File: src/rtl/msg_sched_pkg.sv
package msg_sched_pkg;
  localparam int LANE_W = 64;
  localparam int LANES  = 4;
  localparam int VEC_W  = LANE_W * LANES;
  localparam int CHAIN  = 2;  // distance between a final-step lane and the lane it depends on

  typedef logic [LANE_W-1:0] lane_t;

  typedef enum logic {
    OP_PARTIAL = 1'b0,
    OP_FINAL   = 1'b1
  } sched_op_e;

  function automatic lane_t rotr(input lane_t x, input int n);
    return (x >> n) | (x << (LANE_W - n));
  endfunction

  function automatic lane_t small_sig0(input lane_t x);
    return rotr(x, 1) ^ rotr(x, 8) ^ (x >> 7);
  endfunction

  function automatic lane_t small_sig1(input lane_t x);
    return rotr(x, 19) ^ rotr(x, 61) ^ (x >> 6);
  endfunction
endpackage

File: src/rtl/sched_partial_step.sv
module sched_partial_step
  import msg_sched_pkg::*;
(
  input  logic [VEC_W-1:0] a_vec,
  input  logic [LANE_W-1:0] b_low,
  output logic [VEC_W-1:0] res_vec
);
  for (genvar i = 0; i < LANES; i++) begin : g_lane
    lane_t w_self;
    lane_t w_next;
    assign w_self = a_vec[i*LANE_W +: LANE_W];
    if (i == LANES - 1) begin : g_edge
      assign w_next = b_low;
    end else begin : g_inner
      assign w_next = a_vec[(i+1)*LANE_W +: LANE_W];
    end
    assign res_vec[i*LANE_W +: LANE_W] = w_self + small_sig0(w_next);
  end
endmodule

File: src/rtl/sched_final_step.sv
module sched_final_step
  import msg_sched_pkg::*;
(
  input  logic [VEC_W-1:0] a_vec,
  input  logic [VEC_W-1:0] b_vec,
  output logic [VEC_W-1:0] res_vec
);
  for (genvar k = 0; k < LANES; k++) begin : g_lane
    lane_t feed;
    if (k < CHAIN) begin : g_head
      assign feed = b_vec[(k+LANES-CHAIN)*LANE_W +: LANE_W];
    end else begin : g_tail
      assign feed = res_vec[(k-CHAIN)*LANE_W +: LANE_W];
    end
    assign res_vec[k*LANE_W +: LANE_W] = a_vec[k*LANE_W +: LANE_W] + small_sig1(feed);
  end
endmodule

File: src/rtl/msg_sched_unit.sv
module msg_sched_unit
  import msg_sched_pkg::*;
(
  input  logic             clk,
  input  logic             rst,
  input  logic             in_valid,
  input  logic             op,
  input  logic [255:0]     opnd_a,
  input  logic [255:0]     opnd_b,
  output logic             out_valid,
  output logic [255:0]     result
);
  logic [VEC_W-1:0] partial_res;
  logic [VEC_W-1:0] final_res;
  logic [VEC_W-1:0] next_res;
  logic             load_en;
  sched_op_e        op_sel;

  assign op_sel  = sched_op_e'(op);
  assign load_en = in_valid;

  sched_partial_step u_partial (
    .a_vec  (opnd_a),
    .b_low  (opnd_b[LANE_W-1:0]),
    .res_vec(partial_res)
  );

  sched_final_step u_final (
    .a_vec  (opnd_a),
    .b_vec  (opnd_b),
    .res_vec(final_res)
  );

  always_comb begin
    case (op_sel)
      OP_FINAL: next_res = final_res;
      default:  next_res = partial_res;
    endcase
  end

  always_ff @(posedge clk) begin
    if (rst) out_valid <= 1'b0;
    else     out_valid <= load_en;
  end

  always_ff @(posedge clk) begin
    if (load_en) result <= next_res;
  end
endmodule

File: config.mk
export PLATFORM = sky130hd
export DESIGN_NAME = msg_sched_unit
export DESIGN_NICKNAME = d
export VERILOG_FILES = /design/src/rtl/msg_sched_pkg.sv /design/src/rtl/sched_partial_step.sv /design/src/rtl/sched_final_step.sv /design/src/rtl/msg_sched_unit.sv
export SDC_FILE = /design/constraint.sdc
export NUM_CORES = 2
export LEC_CHECK = 0
export BUFFER_PORTS_ARGS = -buffer_cell sky130_fd_sc_hd__buf_2
export CAP_MARGIN = 20
export CELL_PAD_IN_SITES_DETAIL_PLACEMENT = 1
export CELL_PAD_IN_SITES_GLOBAL_PLACEMENT = 1
export CORE_MARGIN = 10
export CORE_UTILIZATION = 35
export DETAILED_ROUTE_END_ITERATION = 10
export GPL_ROUTABILITY_DRIVEN = 0
export GPL_TIMING_DRIVEN = 0
export HOLD_SLACK_MARGIN = 0.03
export PLACE_DENSITY_LB_ADDON = 0.3
export SYNTH_ARGS = -nofsm -noshare
export SYNTH_HDL_FRONTEND = slang
export SYNTH_HIERARCHICAL = 1
export SYNTH_SLANG_ARGS = --single-unit
File: constraint.sdc
create_clock -name clk -period 10.5 [get_ports clk]
set_clock_uncertainty 0.05 [all_clocks]
set_input_delay 0 -clock clk [delete_from_list [all_inputs] [get_ports clk]]
set_output_delay 0 -clock clk [all_outputs]
set_load 0.02 [all_outputs]
## Yosys cells after proc, flatten, opt, wreduce, memory -nomap -nowiden

Cells that the tools add are included.

- Flip-flop bits (word level): 257
- Bits of input ports: 516
- Output and inout bits: 257
- Logic and storage cells: 43

- $add $sub $neg: 8
- Mux-type cells: 1
- Bitwise logic cells: 32

Operator list:

| cell | count |
|---|---|
| $add 64x64->64 | 8 |
| $xor 64x64->64 | 8 |
| $mux 256 | 1 |
| $or 3x64->64 | 4 |
| $or 45x64->64 | 4 |
| $or 56x64->64 | 4 |
| $or 63x64->64 | 4 |
| $xor 64x57->64 | 4 |
| $xor 64x58->64 | 4 |

## Logic depth before layout (Yosys ltp)

- Depth in word-level cells: 9
- Mapped depth: 29
- Gate-level depth less buffers: 29

## Cells and area by module

The synthesis kept the hierarchy.

Modules (own cells, without submodules):

| module | times used | cells each | area each (µm²) | sequential area each (µm²) |
|---|---|---|---|---|
| sched_final_step | 1 | 2644 | 19482.4 | 0.0 |
| sched_partial_step | 1 | 2631 | 19127.1 | 0.0 |
| msg_sched_unit | 1 | 542 | 10901.7 | 7707.4 |

## Worst setup path before layout

OpenSTA, ideal clock, no wires.

- Path type: input to register
- From: input opnd_b[134]
- To: register result[190], data pin
- Library setup time: 0.260 ns
- Arrival time: 5.700 ns
- Data required time: 10.190 ns
- Setup slack: 4.490 ns
- Cell stages on the path: 29
- Buffers on the path: 0
- Cells stage by stage: xnor2_1 -> xnor2_1 -> ha_1 -> fa_1 -> a211oi_2 -> o211ai_4 -> nand3b_1 -> a311oi_2 -> a21boi_1 -> o22ai_1 -> o21ai_1 -> o21a_1 -> o211a_1 -> xnor2_2 -> xor2_1 -> inv_1 -> fa_1 -> nor2b_1 -> o21bai_1 -> a21boi_1 -> o211a_1 -> o2111ai_1 -> a2111oi_0 -> nor3_1 -> o41ai_2 -> nand3_1 -> o21a_1 -> xnor2_1 -> mux2_2

- Cells in the longest elaborated chain, start to end: 9
- Elaborated cells on any way between the ends: 11
- Those cells by class: 2 x add/sub; 1 x mux; 8 x bitwise

Ends and longest elaborated chain:

| what | RTL line | source |
|---|---|---|
| start: declaration | msg_sched_unit.sv:9 | `input logic [255:0] opnd_b,` |
| $or 3x64->64 / $or 45x64->64 (equally long branches) | msg_sched_pkg.sv:15 | `return (x >> n) \| (x << (LANE_W - n));` |
| $xor 64x64->64 | msg_sched_pkg.sv:23 | `return rotr(x, 19) ^ rotr(x, 61) ^ (x >> 6);` |
| $xor 64x58->64 (*) | msg_sched_pkg.sv:23 |  |
| $add 64x64->64 (*) | sched_final_step.sv:15 | `assign res_vec[k*LANE_W +: LANE_W] = a_vec[k*LANE_W +: LANE_W] + small_sig1(feed);` |
| net final_res[62] | msg_sched_unit.sv:14 | `logic [VEC_W-1:0] final_res;` |
| $or 3x64->64 / $or 45x64->64 (equally long branches) | msg_sched_pkg.sv:15 |  |
| $xor 64x64->64 | msg_sched_pkg.sv:23 |  |
| $xor 64x58->64 (*) | msg_sched_pkg.sv:23 |  |
| $add 64x64->64 (*) | sched_final_step.sv:15 |  |
| net final_res[190] | msg_sched_unit.sv:14 |  |
| $mux 256 (*) | msg_sched_unit.sv:35 | `case (op_sel)` |
| net next_res[190] | msg_sched_unit.sv:15 | `logic [VEC_W-1:0] next_res;` |
| end signal: assignment | msg_sched_unit.sv:47 | `if (load_en) result <= next_res;` |
| end: declaration | msg_sched_unit.sv:11 | `output logic [255:0] result` |

The timed path passes the listed nets; every way through them passes the cells marked *.
A chain may end at the register's enable or synchronous reset.

## Worst setup path after layout

- From: input opnd_a[0]
- To: register result[190], data pin

- Cells in the longest elaborated chain, start to end: 6
- Elaborated cells on any way between the ends: 7
- Those cells by class: 2 x add/sub; 1 x mux; 4 x bitwise

Ends and longest elaborated chain:

| what | RTL line | source |
|---|---|---|
| start: declaration | msg_sched_unit.sv:8 | `input logic [255:0] opnd_a,` |
| $add 64x64->64 (*) | sched_final_step.sv:15 |  |
| net final_res[62] | msg_sched_unit.sv:14 |  |
| $or 3x64->64 / $or 45x64->64 (equally long branches) | msg_sched_pkg.sv:15 |  |
| $xor 64x64->64 | msg_sched_pkg.sv:23 |  |
| $xor 64x58->64 (*) | msg_sched_pkg.sv:23 |  |
| $add 64x64->64 (*) | sched_final_step.sv:15 |  |
| net final_res[190] | msg_sched_unit.sv:14 |  |
| $mux 256 (*) | msg_sched_unit.sv:35 |  |
| net next_res[190] | msg_sched_unit.sv:15 |  |

Marked as above.

==> results.cfg <==
[placement]
place.port_buffers = 707
placedInstanceArea_um2 = 55600
post-dp-hpwl_um = 221000

[power_and_ir_drop]
p_int_mw = 8.41
power.share.switching_pct = 55.8
p_leak_nw = 23.5
p_seq_share_pct = 10.6
clockPowerShare_pct = 6.6
p_per_area_nw_per_um2 = 334
peakVddDrop_v = 0.000194
switching_power_mw = 10.6
comb_power_share_pct = 82.7

[sta]
rsz0062_at_grt = no
fin_tns_setup_ns = 0
fin_crit_sh_pct = 75.1
setup_viol = 0
worst_pin_slew_ns = 1.27
relSlewSlack_pct = 15.1
fmax_mhz = 127
hold_viol = 0
fin_crit_ns = 7.89
finalMaxSlewViolations = 0

[synthesis]
synthTopCellsByCount = 1209 x xnor2_1, 561 x a21oi_1, 542 x ha_1, 392 x nand2_1, 301 x a21o_1
synth.most_common_cell = xnor2_1
synthArstFlopShare_pct = 0
synthFlopType = edfxtp_1
synth_top_area_share_pct = 21.4
synth_top_area_cell = xnor2_1
avgSynthCellArea_um2 = 8.51
syn_inst = 5817
syn_area_um2 = 49500
seq_area_frac_synth_pct = 15.6
synth-seq-cells = 257
yosysUniqueCellTypes = 119
synth_nets = 6883
synth-edff-count = 256
ys_warn_count = 6
synth.area.top_cells = xnor2_1 21%, edfxtp_1 16%, ha_1 14%

[critical_path]
critPathBufInv = 3
crit_slowest_cell = a2111oi_0
path_delay_family = compound AO/OA/AOI/OAI gates
critPathRequiredTime_ns = 10.81
critPathArrivalTime_ns = 8.20
cp-end-kind = flop
critical-path-max-stage-delay_ns = 0.60
path_max_fanout = 4
startpoint_type = input port
worstSetupPathType = input port to flop

[floorplanning]
num_io_pins = 773
die_y_um = 396
row_count = 137
die_w_um = 396
fp.coreArea_um2 = 140000
start_util_pct = 35.4
die-area_um2 = 157000

[routing]
drc = 0
wl_per_cell_um = 30.3
first_pass_iters = 6
vias_per_cell = 5.97
vias = 50797
antenna_left = 0
drt-total-wl_um = 258000
drtIter0Drc = 5193

[final_layout]
syn_to_final_growth_pct = 14.9
nets = 7658
drive_gt1_share_pct = 18.6
multi_input_area_um2 = 40300
final_util_pct = 40.6
final-seq-area_um2 = 7710
fill_cells = 17079
fin_area_um2 = 56900

[cts]
clk_path_buf_depth = 3
cts_setup_buffers = 0
cts_tree = yes
cts.htree.levels = 2
cts-root-buf = clkbuf_16
path_clk_slew_ns = 0.06
clkSinkCount = 257
cts_made_buffers = 36

[hold_path]
hp-class = input port to flop

[global_route]
grt_max_degree = 110
grt_usage_pct = 30.9
grt_pass1_wl_um = 359000
overflow = 0
antenna_found_initial = 58
grt_pass1_vias = 50272

[run_status]
status = complete, no violations

[flow_run]
cap_violations = 0
## cells in the final DEF, fill, tap and decap left out, drive strengths merged, types with 52 or more instances in the layout
cell type  netlist  routed
a31oi           61      61
inv            148     154
xor2           243     243
nand2b          54      54
a21oi          570     570
o21bai          90      90
o21a            69      69
edfxtp         256     256
nand4          101     101
nor2b           52      52
o21ai          299     299
xnor2         1219    1219
and3            52      52
a21o           301     301
buf             53     779
nor3            69      69
nor2           289     289
nand2          393     393
clkbuf         126     168
o31ai           53      53
mux2           257     257
nand3          109     109
ha             542     542
## per-layer routing
layer | share of wire [%] | global-route usage, % | wire [um]
met1 | 43 | 41.1 | 110000
met4 | 5.6 | 15.2 | 14400
met2 | 42 | 46.1 | 108000
met5 | 0.076 | 0 | 195
met3 | 9.9 | 7.74 | 25500
## final cells by class
class,instances,area share [%]
clock inverter,21,0.407
sequential,257,13.5
antenna,19,0.0836
multi-input combinational,5233,70.9
tap,1876,4.13
timing repair buffer,737,6.75
buffer,179,1.61
inverter,148,0.976
clock buffer,42,1.62
## power by group through the flow
stage / Clock (mW) / Sequential (mW) / Combinational, mW
after floorplan: 0 / 2.55 / 9.62
after global placement: 0 / 2.04 / 14.9
after detailed placement: 0 / 2.04 / 15.2
after CTS: 1.30 / 2.03 / 15.3
after global routing: 1.33 / 2.06 / 16.7
final: 1.26 / 2.02 / 15.7
## stage by stage
step                      worst slack (ns)  hold WS (ns)  power [mW]  std cells
after floorplan                       4.49        0.0216        12.2       5817
after CTS                             2.87        0.0304        18.6       8489
after global routing                  2.36        0.0879        20.1       8500
final                                 2.61        0.0739        19.0       8512
after global placement                2.44         0.106        17.0       8400
after detailed placement              2.44         0.115        17.2       8415
## worst paths after layout
| path | slack (ns) | from | end | cells past startpoint |
|---|---|---|---|---|
| max | 2.61 | opnd_a[0] | result[190] | 29 |
| min | 0.07 | opnd_b[7] | result[192] | 4 |
## flip-flops by register name (all words and copies together) (netlist names)
signal / cells
result: 256
out_valid: 1
## repair_timing
item / in CTS / in global routing
hold buffers: 11 / 0
endpoints found under the hold margin: 110 / 0
resized for setup: 0 / 0
## cells by family (layout without fill, tap and decap cells)
logic type | Yosys count | after routing | share of synthesized area [%]
DFF | 257 | 257 | 15.6
AOI/OAI and AO/OA | 1736 | 1736 | 23.4
muxes | 258 | 258 | 5.87
other | 0 | 19 | 0
xor gates and xnor gates | 1465 | 1465 | 26.3
and+or+nand+nor | 1224 | 1224 | 11.8
buffers and inverters | 327 | 1127 | 2.97
adders and majority gates | 550 | 550 | 14.0
## worst min-delay path, delay by kind of cell
family | cells | cell delay, ns
xor gates and xnor gates | 1 | 0.20
adders and majority gates | 1 | 0.11
buffers and inverters | 1 | 0.20
muxes | 1 | 0.13
(Power assumes the default switching activity.)
